`config.mk`:
```
export PLATFORM = sky130hd
export DESIGN_NAME = busproc
export DESIGN_NICKNAME = d
export VERILOG_FILES = /design/src/rtl/busproc_pkg.sv /design/src/rtl/busproc_regfile.sv /design/src/rtl/busproc_alu.sv /design/src/rtl/busproc_ctrl.sv /design/src/rtl/busproc.sv
export SDC_FILE = /design/constraint.sdc
export NUM_CORES = 1
export LEC_CHECK = 0
export CAP_MARGIN = 20
export CORE_ASPECT_RATIO = 0.7
export CORE_MARGIN = 2
export CORE_UTILIZATION = 63
export CTS_BUF_LIST = sky130_fd_sc_hd__clkbuf_4 sky130_fd_sc_hd__clkbuf_8
export DETAILED_ROUTE_END_ITERATION = 6
export PLACE_DENSITY = 0.83
export SYNTH_ARGS = -nofsm -noshare
export SYNTH_HDL_FRONTEND = slang
export SYNTH_SLANG_ARGS = --single-unit
```
`constraint.sdc`:
```
create_clock -name clk_i -period 5.3 [get_ports clk_i]
set_clock_uncertainty 0.2 [all_clocks]
set_input_delay 0.53 -clock clk_i [delete_from_list [all_inputs] [get_ports clk_i]]
set_output_delay 0.53 -clock clk_i [all_outputs]
set_load 0.005 [all_outputs]
```
`src/rtl/busproc_pkg.sv`:
```
package busproc_pkg;
  typedef enum logic [1:0] {
    OP_MOV  = 2'b00,
    OP_MOVI = 2'b01,
    OP_ADD  = 2'b10,
    OP_SUB  = 2'b11
  } op_e;

  typedef enum logic [1:0] {
    SRC_DIN = 2'd0,
    SRC_GPR = 2'd1,
    SRC_RES = 2'd2
  } bus_src_e;
endpackage

```
`src/rtl/busproc_regfile.sv`:
```
module busproc_regfile #(
  parameter int DATA_W = 8,
  parameter int NREG   = 8,
  localparam int SEL_W = $clog2(NREG)
) (
  input  logic              clk_i,
  input  logic              rst_ni,
  input  logic [SEL_W-1:0]  rd_idx_i,
  output logic [DATA_W-1:0] rd_data_o,
  input  logic              we_i,
  input  logic [SEL_W-1:0]  wr_idx_i,
  input  logic [DATA_W-1:0] wr_data_i
);
  logic [DATA_W-1:0] regs_q [NREG];

  for (genvar g = 0; g < NREG; g++) begin : g_reg
    always_ff @(posedge clk_i or negedge rst_ni) begin
      if (!rst_ni)                               regs_q[g] <= '0;
      else if (we_i && wr_idx_i == SEL_W'(g))    regs_q[g] <= wr_data_i;
    end
  end

  assign rd_data_o = regs_q[rd_idx_i];

  // a write lands in the addressed register
  p_write_lands_r4: assert property (@(posedge clk_i) disable iff (!rst_ni)
    we_i |=> regs_q[$past(wr_idx_i)] == $past(wr_data_i));
endmodule

```
`src/rtl/busproc_alu.sv`:
```
module busproc_alu #(
  parameter int DATA_W = 8
) (
  input  logic [DATA_W-1:0] a_i,
  input  logic [DATA_W-1:0] b_i,
  input  logic              sub_i,
  output logic [DATA_W-1:0] y_o
);
  // modulo 2^DATA_W, carry dropped
  assign y_o = sub_i ? (a_i - b_i) : (a_i + b_i);
endmodule

```
`src/rtl/busproc_ctrl.sv`:
```
module busproc_ctrl
  import busproc_pkg::*;
#(
  parameter int DATA_W = 8,
  parameter int NREG   = 8,
  localparam int SEL_W = $clog2(NREG)
) (
  input  logic              clk_i,
  input  logic              rst_ni,
  input  logic              run_i,
  input  logic [DATA_W-1:0] din_i,
  output bus_src_e          src_o,
  output logic [SEL_W-1:0]  rd_idx_o,
  output logic              gpr_we_o,
  output logic [SEL_W-1:0]  wr_idx_o,
  output logic              a_en_o,
  output logic              b_en_o,
  output logic              sub_o,
  output logic              done_o
);
  logic [1:0]        step_q, step_d;
  logic [DATA_W-1:0] ir_q;
  logic              ir_en;
  op_e               op;
  logic [SEL_W-1:0]  rx, ry;

  assign op = op_e'(ir_q[DATA_W-1 -: 2]);
  assign rx = ir_q[2*SEL_W-1 -: SEL_W];
  assign ry = ir_q[SEL_W-1:0];

  always_comb begin
    src_o    = SRC_DIN;
    rd_idx_o = ry;
    gpr_we_o = 1'b0;
    wr_idx_o = rx;
    a_en_o   = 1'b0;
    b_en_o   = 1'b0;
    sub_o    = 1'b0;
    done_o   = 1'b0;
    ir_en    = 1'b0;
    unique case (step_q)
      2'd0: ir_en = run_i;
      2'd1: begin
        unique case (op)
          OP_MOV:  begin src_o = SRC_GPR; gpr_we_o = 1'b1; done_o = 1'b1; end
          OP_MOVI: begin src_o = SRC_DIN; gpr_we_o = 1'b1; done_o = 1'b1; end
          default: begin src_o = SRC_GPR; rd_idx_o = rx; a_en_o = 1'b1; end
        endcase
      end
      2'd2: begin
        src_o  = SRC_GPR;
        b_en_o = 1'b1;
        sub_o  = (op == OP_SUB);
      end
      default: begin src_o = SRC_RES; gpr_we_o = 1'b1; done_o = 1'b1; end
    endcase
  end

  always_comb begin
    if (done_o)                    step_d = 2'd0;
    else if (step_q != 2'd0 || run_i) step_d = step_q + 2'd1;
    else                           step_d = step_q;
  end

  always_ff @(posedge clk_i or negedge rst_ni) begin
    if (!rst_ni) begin
      step_q <= 2'd0;
      ir_q   <= '0;
    end else begin
      step_q <= step_d;
      if (ir_en) ir_q <= din_i;
    end
  end

  p_done_pulse_r8: assert property (@(posedge clk_i) disable iff (!rst_ni)
    done_o |=> !done_o);
  p_back_to_t0_r8: assert property (@(posedge clk_i) disable iff (!rst_ni)
    done_o |=> step_q == 2'd0);
  p_idle_hold_r2: assert property (@(posedge clk_i) disable iff (!rst_ni)
    (step_q == 2'd0 && !run_i) |=> step_q == 2'd0);
  p_move_short_r4: assert property (@(posedge clk_i) disable iff (!rst_ni)
    (step_q == 2'd1 && !ir_q[DATA_W-1]) |-> done_o);
  p_arith_long_r6: assert property (@(posedge clk_i) disable iff (!rst_ni)
    (step_q == 2'd2) |=> (step_q == 2'd3 && done_o));
  p_sub_sel_r7: assert property (@(posedge clk_i) disable iff (!rst_ni)
    b_en_o |-> (sub_o == (op == OP_SUB)));
endmodule

```
`src/rtl/busproc.sv`:
```
module busproc
  import busproc_pkg::*;
#(
  parameter int DATA_W = 8,
  parameter int NREG   = 8
) (
  input  logic              clk_i,
  input  logic              rst_ni,
  input  logic              run_i,
  input  logic [DATA_W-1:0] din_i,
  output logic              done_o,
  output logic [DATA_W-1:0] bus_o
);
  localparam int SEL_W = $clog2(NREG);

  bus_src_e          src;
  logic [SEL_W-1:0]  rd_idx, wr_idx;
  logic              gpr_we, a_en, b_en, sub;
  logic [DATA_W-1:0] gpr_rd, alu_y, a_q, b_q, bus;

  busproc_ctrl #(.DATA_W(DATA_W), .NREG(NREG)) u_ctrl (
    .clk_i, .rst_ni, .run_i, .din_i,
    .src_o(src), .rd_idx_o(rd_idx), .gpr_we_o(gpr_we), .wr_idx_o(wr_idx),
    .a_en_o(a_en), .b_en_o(b_en), .sub_o(sub), .done_o(done_o)
  );

  busproc_regfile #(.DATA_W(DATA_W), .NREG(NREG)) u_rf (
    .clk_i, .rst_ni,
    .rd_idx_i(rd_idx), .rd_data_o(gpr_rd),
    .we_i(gpr_we), .wr_idx_i(wr_idx), .wr_data_i(bus)
  );

  busproc_alu #(.DATA_W(DATA_W)) u_alu (
    .a_i(a_q), .b_i(bus), .sub_i(sub), .y_o(alu_y)
  );

  always_comb begin
    unique case (src)
      SRC_GPR: bus = gpr_rd;
      SRC_RES: bus = b_q;
      default: bus = din_i;
    endcase
  end

  always_ff @(posedge clk_i or negedge rst_ni) begin
    if (!rst_ni) begin
      a_q <= '0;
      b_q <= '0;
    end else begin
      if (a_en) a_q <= bus;
      if (b_en) b_q <= alu_y;
    end
  end

  assign bus_o = bus;

  // A samples the bus; B holds the staged result when it is driven
  p_a_capture_r6: assert property (@(posedge clk_i) disable iff (!rst_ni)
    a_en |=> a_q == $past(bus));
  p_b_result_r7: assert property (@(posedge clk_i) disable iff (!rst_ni)
    b_en |=> (src == SRC_RES && bus == $past(sub ? a_q - bus : a_q + bus)));
endmodule

```
==> qor.json, run 1 <==
{
  "synth": {
    "synth_enable_flop_cells": 0,
    "yosysTopAreaCell": "sky130_fd_sc_hd__dfrtp_1",
    "synth.yosys.seq_area_share_pct": 48.8,
    "mappedNetlistArea_um2": 4620,
    "share_of_flip_flops_with_an_asynchronous_set_or_reset_after_synthesis_pct": 100,
    "area_share_of_and_or_nand_nor_cells_after_synthesis_pct": 13.1,
    "synthesis.instances": 464,
    "ys.flop_type": "sky130_fd_sc_hd__dfrtp_1",
    "synth_xor_xnor_area_share_pct": 2.47,
    "yosys_register_bits": 90,
    "synth.distinct_cells": 49,
    "netlist.area_leader.share_pct": 48.8,
    "synth_cell_count_leaders": "sky130_fd_sc_hd__dfrtp_1, sky130_fd_sc_hd__nand2_1, sky130_fd_sc_hd__o21ai_0",
    "synth-compound-area-share_pct": 15.3,
    "syn_area_per_cell_um2": 9.95,
    "synth_adder_area_share_pct": 3.96,
    "synthTopCellsByArea": "sky130_fd_sc_hd__dfrtp_1, sky130_fd_sc_hd__o21ai_0, sky130_fd_sc_hd__mux2_2",
    "count_of_yosys_warnings_during_synthesis": 0,
    "synth_most_common_cell": "sky130_fd_sc_hd__dfrtp_1",
    "synth.mux.area_fraction_pct": 12.8,
    "synth_top_family_by_area": "compound AO/OA/AOI/OAI gates",
    "number_of_nets_produced_by_synthesis": 489
  },
  "critical_path": {
    "crit_path_start_kind": "register",
    "cp-end-kind": "register",
    "path_class": "reg -> reg",
    "slowest_delay_ns": 0.59,
    "timing.critical_path.cells": "inv_1 -> ha_1 -> nand2_2 -> mux2i_1 -> mux4_2 -> nand3_1 -> nand2_1 -> nor2_1 -> inv_2 -> nor4_4 -> a21oi_1 -> xnor2_1 -> ha_1 -> or3_1 -> o21ai_0 -> a31oi_1 -> xor2_1 -> xnor2_1 -> nand4_1 -> nand3_1",
    "critical_path_buf_inv_count": 2,
    "data_arrival_time_at_the_worst_slack_endpoint_ns": 5.09,
    "worstPathRequired_ns": 5.41,
    "timing.critical_path.slowest_stage_cell": "sky130_fd_sc_hd__mux4_2",
    "critical_path_peak_fanout": 11,
    "cp_top_family": "simple AND/OR/NAND/NOR gates"
  },
  "floorplan": {
    "floorplan.rows": 26,
    "die_area_um2": 8040,
    "starting_density_of_the_core_pct": 64.2,
    "floorplan.core_area_um2": 7190,
    "die_width_um": 106,
    "io_pins": 20,
    "die_height_um": 75.6
  },
  "routing": {
    "vias_per_cell": 6.32,
    "route.vias.total": 3729,
    "avgRoutedWirePerCell_um": 20.3,
    "detail_route.drc_violations": 0,
    "first_pass_iters": 5,
    "routed_wl_um": 12000,
    "initialDrtViolationCount": 376,
    "ant_nets": 0
  },
  "cts": {
    "post-cts-setup-buffer-count": 0,
    "numCtsBuffers": 9,
    "tritoncts": "done",
    "clock_sinks": 90,
    "cts_buffer_depth": 2,
    "ctsHtreeMaxLevel": 3,
    "reg_clk_slew_reported_paths_ns": 0.09,
    "cts-root-buf": "sky130_fd_sc_hd__clkbuf_8",
    "clock_insertion_delay_worst_skew_ns": 0.37
  },
  "global_routing": {
    "global_route_wire_length_before_repair_um": 19000,
    "grt-ovfl-total": 0,
    "globalRouteTotalUtil_pct": 32.3,
    "number_of_global_route_vias_before_repair": 3540,
    "antenna_found_initial": 0,
    "maximum_number_of_pins_on_one_net_before_global_route_repair": 91
  },
  "timing": {
    "maxSlewViolCount": 0,
    "timing_worst_slew_pin_value_ns": 0.700,
    "worst_slew_margin_rel_pct": 53.1,
    "fmaxAchievable_ghz": 0.201,
    "rsz_0062_raised_after_global_routing": "false",
    "final_hold_slack_ns": 0.287,
    "setup-tns-final_ns": 0,
    "finalHoldViolCount": 0,
    "period_needed_ns": 4.98,
    "timing.final.setup_violations": 0,
    "timing.final.crit_share_pct": 94.0
  },
  "final_layout": {
    "filler_cell_count": 500,
    "multi_input_area_um2": 2210,
    "syn_to_final_growth_pct": 12.8,
    "num_antenna_cells": 0,
    "postLayoutCoreUtil_pct": 72.4,
    "layout_cell_share_with_drive_strength_beyond_1_pct": 15.2,
    "finalNetCount": 512,
    "seqCellArea_um2": 2250
  },
  "placed_design": {
    "place.port_buffers": 19,
    "finalWeightedCongestion": 0.947,
    "place_hpwl_um": 8480
  },
  "flow_run": {
    "timing.max_cap.violations": 0
  },
  "hold_path": {
    "hp-class": "reg -> reg"
  },
  "outcome": {
    "status": "finished clean"
  }
}
metrics by stage:
| step | setup WS (ns) | cells | cell area (um^2) |
|---|---|---|---|
| final | 0.316 | 590 | 5210 |
| after global routing | 0.0577 | 590 | 5210 |
| after CTS | 0.415 | 588 | 5170 |
| after detailed placement | 0.456 | 572 | 4960 |
| after global placement | 0.793 | 572 | 4960 |
| after floorplan | 0.801 | 464 | 4620 |
flip-flops by register name, indices dropped and copies added, names as in the netlist:
register,flops
a_q,8
b_q,8
u_ctrl.ir_q,8
u_ctrl.step_q,2
u_rf.regs_q,64
layout by cell type, fill, tap and decap left out, drive strengths merged, types with 2 or more instances in the layout:
master,n
mux2,26
and3,3
nor3b,3
a21o,3
nand2b,4
clkbuf,11
nand4,3
or3,2
a21oi,34
a221oi,6
mux4,2
nand3,5
dfrtp,90
a22oi,6
inv,17
xor2,2
xnor2,11
a31oi,6
mux2i,24
nor2,38
nor2b,2
nand2,66
buf,18
nor3,4
nand4b,2
clkinv,3
clkdlybuf4s50,18
o21ai,54
ha,13
a21boi,2
logic make-up (layout without fill, tap and decap cells):
logic type,Yosys count,in the layout
AO/OA/AOI/OAI,119,119
AND/OR/NAND/NOR,135,135
flip-flops,90,90
multiplexers,52,52
buffers and inverters,41,69
XOR/XNOR,13,13
adder cells (fa/ha/maj),14,14
final cells by class:
| class | count | share of cell area [%] |
|---|---|---|
| sequential | 90 | 43.3 |
| multi-input combinational | 333 | 42.5 |
| timing repair buffer | 37 | 6.63 |
| clock buffer | 11 | 2.91 |
| tap | 98 | 2.36 |
| clock inverter | 5 | 1.18 |
| inverter | 16 | 1.15 |
final timing paths:
path                                       start        endpoint  cells past startpoint  slack, ns
worst min register to register    u_rf.regs_q[9]  u_rf.regs_q[9]                      2       0.29
max in group asynchronous                 rst_ni  u_ctrl.ir_q[7]                      3       3.89
worst max register to register  u_ctrl.step_q[1]          b_q[7]                     20       0.32
min in group asynchronous                 rst_ni          a_q[5]                      2       0.37
worst min-delay path              u_rf.regs_q[9]  u_rf.regs_q[9]                      2       0.29
worst max-delay path            u_ctrl.step_q[1]          b_q[7]                     20       0.32
metal layers:
layer | vias up | global-route usage [%] | routed length [um]
li1 | 1668 | - | -
met1 | 1829 | 44.0 | 5270
met2 | 196 | 50.0 | 5250
met3 | 36 | 10.3 | 1180
met4 | 0 | 11.0 | 293
met5 | - | 0 | 0
worst register-to-register path, cell delays in order, from the launching register on:
cell and delay [ns]:
sky130_fd_sc_hd__dfrtp_1 0.44, sky130_fd_sc_hd__inv_1 0.11, sky130_fd_sc_hd__ha_1 0.25, sky130_fd_sc_hd__nand2_2 0.25
sky130_fd_sc_hd__mux2i_1 0.57, sky130_fd_sc_hd__mux4_2 0.59, sky130_fd_sc_hd__nand3_1 0.10, sky130_fd_sc_hd__nand2_1 0.05
sky130_fd_sc_hd__nor2_1 0.18, sky130_fd_sc_hd__inv_2 0.10, sky130_fd_sc_hd__nor4_4 0.37, sky130_fd_sc_hd__a21oi_1 0.14
sky130_fd_sc_hd__xnor2_1 0.16, sky130_fd_sc_hd__ha_1 0.23, sky130_fd_sc_hd__or3_1 0.36, sky130_fd_sc_hd__o21ai_0 0.08
sky130_fd_sc_hd__a31oi_1 0.07, sky130_fd_sc_hd__xor2_1 0.16, sky130_fd_sc_hd__xnor2_1 0.26, sky130_fd_sc_hd__nand4_1 0.16
sky130_fd_sc_hd__nand3_1 0.11
timing repair:
action                                 in CTS  in global routing
endpoints found under the hold margin       0                 16
gates resized for setup                     0                  0
hold buffers                                0                  1
Power of run 1 is not shown: default switching activity piles up to over one toggle a cycle in this logic, so the estimate is an artifact.
==> run 2, diff against run 1 <==
CORE_ASPECT_RATIO = 0.75   (was 0.7)
SLEW_MARGIN = 10   (was default)
==> qor.json, run 2 (synthesized netlist as in run 1, its figures left out) <==
{
  "global_routing": {
    "maximum_number_of_pins_on_one_net_before_global_route_repair": {"value": 64, "change": "-30%"},
    "grt-ovfl-total": {"value": 0, "change": "unchanged"},
    "global_route_wire_length_before_repair": {"value": 19100, "unit": "um", "change": "+0.36%"},
    "antenna_found_initial": {"value": 0, "change": "unchanged"},
    "globalRouteTotalUtil": {"value": 31.8, "unit": "%", "change": "-0.42 points"},
    "number_of_global_route_vias_before_repair": {"value": 3700, "change": "+4.5%"}
  },
  "timing": {
    "worst_slew_margin_rel": {"value": 45.7, "unit": "%", "change": "-7.4 points"},
    "rsz_0062_raised_after_global_routing": "false",
    "timing_worst_slew_pin_value": {"value": 0.810, "unit": "ns", "change": "+0.110 ns"},
    "maxSlewViolCount": {"value": 0, "change": "unchanged"},
    "timing.final.crit_share": {"value": 94.0, "unit": "%", "change": "about the same"},
    "period_needed": {"value": 4.98, "unit": "ns", "change": "-0.00238 ns"},
    "fmaxAchievable": {"value": 0.201, "unit": "GHz", "change": "about the same"},
    "timing.final.setup_violations": {"value": 0, "change": "unchanged"},
    "setup-tns-final": {"value": 0, "unit": "ns", "change": "unchanged"},
    "finalHoldViolCount": {"value": 0, "change": "unchanged"}
  },
  "cts": {
    "numCtsBuffers": {"value": 9, "change": "unchanged"},
    "cts-root-buf": "sky130_fd_sc_hd__clkbuf_8",
    "clock_sinks": {"value": 90, "change": "unchanged"},
    "cts_buffer_depth": {"value": 2, "change": "unchanged"},
    "post-cts-setup-buffer-count": {"value": 0, "change": "unchanged"},
    "ctsHtreeMaxLevel": {"value": 3, "change": "unchanged"},
    "reg_clk_slew_reported_paths": {"value": 0.09, "unit": "ns", "change": "about the same"},
    "tritoncts": "done",
    "clock_insertion_delay_worst_skew": {"value": 0.36, "unit": "ns", "change": "about the same"}
  },
  "final_layout": {
    "fin_cells": {"value": 589, "change": "-0.17%"},
    "seqCellArea": {"value": 2250, "unit": "um^2", "change": "unchanged"},
    "most-common-layout-cells": "sky130_fd_sc_hd__dfrtp_1, sky130_fd_sc_hd__nand2_1, sky130_fd_sc_hd__o21ai_0",
    "layout_cell_share_with_drive_strength_beyond_1": {"value": 15.1, "unit": "%", "change": "-0.17 points"},
    "final_common_cell": "sky130_fd_sc_hd__dfrtp_1",
    "largest-register": "u_rf.regs_q",
    "num_antenna_cells": {"value": 0, "change": "unchanged"},
    "syn_to_final_growth_pct": 12.3,
    "finalNetCount": {"value": 511, "change": "-0.20%"},
    "final_design_area_no_fill": {"value": 5180, "unit": "um^2", "change": "-0.43%"},
    "filler_cell_count": {"value": 519, "change": "+3.8%"},
    "largest_reg_flops": {"value": 64, "change": "unchanged"},
    "postLayoutCoreUtil": {"value": 74.5, "unit": "%", "change": "+2.0 points"},
    "multi_input_area": {"value": 2220, "unit": "um^2", "change": "+0.23%"}
  },
  "placed_design": {
    "post-place-cells": {"value": 572, "change": "unchanged"},
    "place_hpwl": {"value": 8320, "unit": "um", "change": "-2.0%"},
    "finalWeightedCongestion": {"value": 0.883, "change": "-6.7%"},
    "place.port_buffers": {"value": 19, "change": "unchanged"},
    "dpl-instance-area": {"value": 4970, "unit": "um^2", "change": "+0.25%"}
  },
  "critical_path": {
    "timing.critical_path.slowest_stage_cell": "sky130_fd_sc_hd__mux4_2",
    "slowest_delay": {"value": 0.54, "unit": "ns", "change": "-0.05 ns"},
    "crit_path_start_kind": "register",
    "critical_path_peak_fanout": {"value": 13, "change": "+2"},
    "cp-end-kind": "register",
    "timing.critical_path.cells": "inv_1 -> ha_1 -> nand2_2 -> buf_4 -> mux2i_1 -> buf_4 -> mux4_2 -> nand3_1 -> nand2_1 -> nor2_4 -> inv_2 -> nor4_4 -> a21oi_1 -> xnor2_1 -> ha_1 -> or3_1 -> o21ai_0 -> a31oi_1 -> xor2_1 -> xnor2_1 -> a211o_1 -> nand3_1",
    "data_arrival_time_at_the_worst_slack_endpoint": {"value": 5.04, "unit": "ns", "change": "-0.05 ns"},
    "path_class": "reg -> reg",
    "worstPathRequired": {"value": 5.36, "unit": "ns", "change": "-0.05 ns"}
  },
  "routing": {
    "routed_wl": {"value": 11600, "unit": "um", "change": "-3.1%"},
    "route.vias.total": {"value": 3683, "change": "-1.2%"},
    "first_pass_iters": {"value": 5, "change": "unchanged"},
    "avgRoutedWirePerCell": {"value": 19.7, "unit": "um", "change": "-2.9%"},
    "vias_per_cell": {"value": 6.25, "change": "-1.1%"},
    "detail_route.drc_violations": {"value": 0, "change": "unchanged"},
    "initialDrtViolationCount": {"value": 349, "change": "-7.2%"},
    "ant_nets": {"value": 0, "change": "unchanged"}
  },
  "floorplan": {
    "die_width": {"value": 103, "unit": "um", "change": "-3.3%"},
    "floorplan.core_area": {"value": 6960, "unit": "um^2", "change": "-3.2%"},
    "die_area": {"value": 8040, "unit": "um^2", "change": "about the same"},
    "io_pins": {"value": 20, "change": "unchanged"},
    "floorplan.rows": {"value": 26, "change": "unchanged"},
    "die_height": {"value": 78.1, "unit": "um", "change": "+3.3%"},
    "starting_density_of_the_core": {"value": 66.3, "unit": "%", "change": "+2.1 points"}
  },
  "hold_path": {
    "hp-class": "reg -> reg"
  },
  "flow_run": {
    "timing.max_cap.violations": {"value": 0, "change": "unchanged"}
  },
  "outcome": {
    "status": "finished clean"
  }
}
run 2: repair_timing:
| item | 4_1_cts | 5_1_grt |
|---|---|---|
| hold buffers | 1 | 0 |
| gates resized for setup | 0 | 1 |
| endpoints found under the hold margin | 27 | 0 |
| endpoints found under the setup margin | 0 | 1 |
run 2: path summary, 6_finish.rpt:
| check | from | endpoint | slack, ns | cells after the start |
|---|---|---|---|---|
| min in group asynchronous | rst_ni | u_ctrl.step_q[1] | 0.41 | 2 |
| worst max-delay path | u_ctrl.step_q[1] | b_q[7] | 0.32 | 22 |
| max in group asynchronous | rst_ni | u_rf.regs_q[54] | 3.39 | 3 |
| worst min register to register | u_rf.regs_q[0] | u_rf.regs_q[0] | 0.29 | 2 |
| worst min-delay path | u_rf.regs_q[0] | u_rf.regs_q[0] | 0.29 | 2 |
| worst max register to register | u_ctrl.step_q[1] | b_q[7] | 0.32 | 22 |
run 2: routing by layer:
layer	share of wire [%]	track usage, %	wire, um
met1	44	45.7	5090
met2	46	49.1	5350
met3	8.3	7.48	965
met4	1.9	8.95	216
met5	0	0	0
run 2: stage by stage:
stage               worst slack (ns)  hold WS (ns)
finish                         0.319         0.289
global route                  0.0160         0.322
CTS                            0.288         0.291
detailed placement             0.318         0.271
global placement               0.596         0.261
floorplan                      0.801        0.0344
run 2: cell type report:
cell class | count | share of cell area [%]
clock buffers | 9 | 2.39
clock inverters | 7 | 1.47
inverters | 16 | 1.16
multi-input cells | 333 | 42.8
flip-flops and latches | 90 | 43.4
well taps | 98 | 2.37
repair buffers | 36 | 6.37
run 2: critical path, delay by kind of cell (launching register included):
family,cells,cell delay (ns)
and+or+nand+nor,7,1.28
adders and majority gates,2,0.48
buffers and inverters,4,0.68
AOI/OAI and AO/OA,4,0.47
DFF,1,0.44
muxes,2,0.76
xor gates and xnor gates,3,0.57
Power of run 2 is left out for the same reason.
==> run 3, diff against run 2 <==
CELL_PAD_IN_SITES_DETAIL_PLACEMENT = 1   (was default)
CELL_PAD_IN_SITES_GLOBAL_PLACEMENT = 2   (was default)
CORE_UTILIZATION = 41   (was 63)
==> qor.json, run 3 (synthesized netlist as in run 1, its figures left out) <==
{
  "outcome": {
    "status": "finished clean"
  },
  "floorplan": {
    "die_width": {"value": 127, "unit": "um", "change": "+23%"},
    "floorplan.core_area": {"value": 10900, "unit": "um^2", "change": "+57%"},
    "die_area": {"value": 12100, "unit": "um^2", "change": "+51%"},
    "starting_density_of_the_core": {"value": 42.2, "unit": "%", "change": "-24 points"},
    "io_pins": {"value": 20, "change": "unchanged"},
    "die_height": {"value": 95.9, "unit": "um", "change": "+23%"},
    "floorplan.rows": {"value": 33, "change": "+27%"}
  },
  "final_layout": {
    "finalNetCount": {"value": 518, "change": "+1.4%"},
    "largest_reg_flops": {"value": 64, "change": "unchanged"},
    "final_common_cell": "sky130_fd_sc_hd__dfrtp_1",
    "layout_cell_share_with_drive_strength_beyond_1": {"value": 16.9, "unit": "%", "change": "+1.8 points"},
    "num_antenna_cells": {"value": 0, "change": "unchanged"},
    "syn_to_final_growth_pct": 14.3,
    "largest-register": "u_rf.regs_q",
    "final_design_area_no_fill": {"value": 5280, "unit": "um^2", "change": "+1.8%"},
    "postLayoutCoreUtil": {"value": 48.2, "unit": "%", "change": "-26 points"},
    "fin_cells": {"value": 638, "change": "+8.3%"},
    "most-common-layout-cells": "sky130_fd_sc_hd__dfrtp_1, sky130_fd_sc_hd__nand2_1, sky130_fd_sc_hd__o21ai_0"
  },
  "placed_design": {
    "dpl-instance-area": {"value": 5040, "unit": "um^2", "change": "+1.5%"},
    "post-place-cells": {"value": 618, "change": "+8.0%"},
    "finalWeightedCongestion": {"value": 0.829, "change": "-6.1%"},
    "place.port_buffers": {"value": 19, "change": "unchanged"},
    "place_hpwl": {"value": 9780, "unit": "um", "change": "+18%"}
  },
  "timing": {
    "final_hold_slack": {"value": 0.294, "unit": "ns", "change": "+0.00568 ns"},
    "timing_worst_slew_pin_value": {"value": 0.839, "unit": "ns", "change": "+0.0283 ns"},
    "fmaxAchievable": {"value": 0.202, "unit": "GHz", "change": "+0.56%"},
    "worst_slew_margin_rel": {"value": 43.8, "unit": "%", "change": "-1.9 points"},
    "finalHoldViolCount": {"value": 0, "change": "unchanged"},
    "timing.final.setup_violations": {"value": 0, "change": "unchanged"},
    "timing.final.crit_share": {"value": 93.5, "unit": "%", "change": "-0.52 points"},
    "maxSlewViolCount": {"value": 0, "change": "unchanged"},
    "period_needed": {"value": 4.95, "unit": "ns", "change": "-0.0277 ns"}
  },
  "critical_path": {
    "rr_worst_depth": {"value": 20, "change": "-9.1%"},
    "data_arrival_time_at_the_worst_slack_endpoint": {"value": 5.07, "unit": "ns", "change": "+0.03 ns"},
    "critical_path_peak_fanout": {"value": 13, "change": "unchanged"},
    "path_class": "reg -> reg",
    "critical_path.reg2reg.endpoint": "b_q[7]",
    "rr_startpoint": "u_ctrl.step_q[1]",
    "cp-end-kind": "register",
    "crit_path_start_kind": "register",
    "startpoint": "u_ctrl.step_q[1]",
    "critical_path.endpoint": "b_q[7]",
    "timing.reg2reg.setup_slack": {"value": 0.35, "unit": "ns", "change": "+0.03 ns"},
    "worstPathRequired": {"value": 5.41, "unit": "ns", "change": "+0.05 ns"}
  },
  "flow_run": {
    "timing.max_cap.violations": {"value": 0, "change": "unchanged"}
  },
  "global_routing": {
    "number_of_global_route_vias_before_repair": {"value": 3874, "change": "+4.7%"},
    "global_route_wire_length_before_repair": {"value": 22000, "unit": "um", "change": "+15%"},
    "maximum_number_of_pins_on_one_net_before_global_route_repair": {"value": 58, "change": "-9.4%"},
    "globalRouteTotalUtil": {"value": 24.3, "unit": "%", "change": "-7.6 points"},
    "antenna_found_initial": {"value": 0, "change": "unchanged"},
    "grt-ovfl-total": {"value": 0, "change": "unchanged"}
  },
  "routing": {
    "detail_route.drc_violations": {"value": 0, "change": "unchanged"},
    "avgRoutedWirePerCell": {"value": 21.4, "unit": "um", "change": "+8.6%"},
    "ant_nets": {"value": 0, "change": "unchanged"},
    "first_pass_iters": {"value": 5, "change": "unchanged"},
    "route.vias.total": {"value": 3659, "change": "-0.65%"},
    "routed_wl": {"value": 13700, "unit": "um", "change": "+18%"},
    "vias_per_cell": {"value": 5.74, "change": "-8.3%"},
    "initialDrtViolationCount": {"value": 217, "change": "-38%"}
  },
  "cts": {
    "numCtsBuffers": {"value": 9, "change": "unchanged"},
    "ctsHtreeMaxLevel": {"value": 3, "change": "unchanged"},
    "tritoncts": "done",
    "cts-root-buf": "sky130_fd_sc_hd__clkbuf_8",
    "reg_clk_slew_reported_paths": {"value": 0.10, "unit": "ns", "change": "about the same"},
    "cts_buffer_depth": {"value": 2, "change": "unchanged"},
    "clock_sinks": {"value": 90, "change": "unchanged"},
    "clock_insertion_delay_worst_skew": {"value": 0.37, "unit": "ns", "change": "about the same"}
  },
  "hold_path": {
    "hp-class": "reg -> reg",
    "hold_depth": {"value": 2, "change": "unchanged"}
  }
}
## run 3: area by class of cell
class	instances	area, um^2
clock buffer	10	138
inverter	16	60.1
sequential	90	2250
fill	1233	5670
tap	140	175
timing repair buffer	43	370
clock inverter	6	47.5
multi-input combinational	333	2230
## run 3: how the worst min path moves through the flow
stage,from,end
floorplan,rst_ni,a_q[0]
global placement,u_rf.regs_q[60],u_rf.regs_q[60]
detailed placement,u_rf.regs_q[60],u_rf.regs_q[60]
CTS,u_rf.regs_q[2],u_rf.regs_q[2]
global route,u_rf.regs_q[58],u_rf.regs_q[58]
finish,u_rf.regs_q[19],u_rf.regs_q[19]
## run 3: repair_timing
action	CTS	global route
endpoints found under the hold margin	33	0
endpoints found under the setup margin	0	2
setup buffers	0	3
resized for setup	0	3
hold buffers	1	0
## run 3: metrics by stage
stage	setup TNS (ns)	setup slack [ns]
2_1_floorplan	0	0.801
3_3_place_gp	0	0.365
3_5_place_dp	0	0.178
4_1_cts	0	0.169
5_1_grt	-0.000602	-0.000602
6_report	0	0.347
## run 3: critical path, cell delays in order (launching register included)
cell	delay [ns]
sky130_fd_sc_hd__dfrtp_1	0.47
sky130_fd_sc_hd__inv_1	0.11
sky130_fd_sc_hd__ha_1	0.25
sky130_fd_sc_hd__nand2_2	0.35
sky130_fd_sc_hd__mux2_4	0.43
sky130_fd_sc_hd__mux2_4	0.32
sky130_fd_sc_hd__a221oi_2	0.28
sky130_fd_sc_hd__nand2_1	0.09
sky130_fd_sc_hd__nor2_1	0.18
sky130_fd_sc_hd__inv_2	0.10
sky130_fd_sc_hd__nor4_4	0.33
sky130_fd_sc_hd__a21oi_1	0.14
sky130_fd_sc_hd__xnor2_1	0.14
sky130_fd_sc_hd__ha_1	0.22
sky130_fd_sc_hd__or3_1	0.34
sky130_fd_sc_hd__o21ai_0	0.10
sky130_fd_sc_hd__a31oi_1	0.08
sky130_fd_sc_hd__xor2_1	0.16
sky130_fd_sc_hd__xnor2_1	0.30
sky130_fd_sc_hd__nand4_1	0.16
sky130_fd_sc_hd__nand3_1	0.12
## run 3: layer usage
metal  up-vias  share of wire, %  GRT usage, %
li1       1674                 -             -
met1      1906                50          34.9
met2        65                44          37.7
met3        14               4.6          5.23
met4         0              0.99          6.04
met5         -                 0             0
Power of run 3 is left out for the same reason.
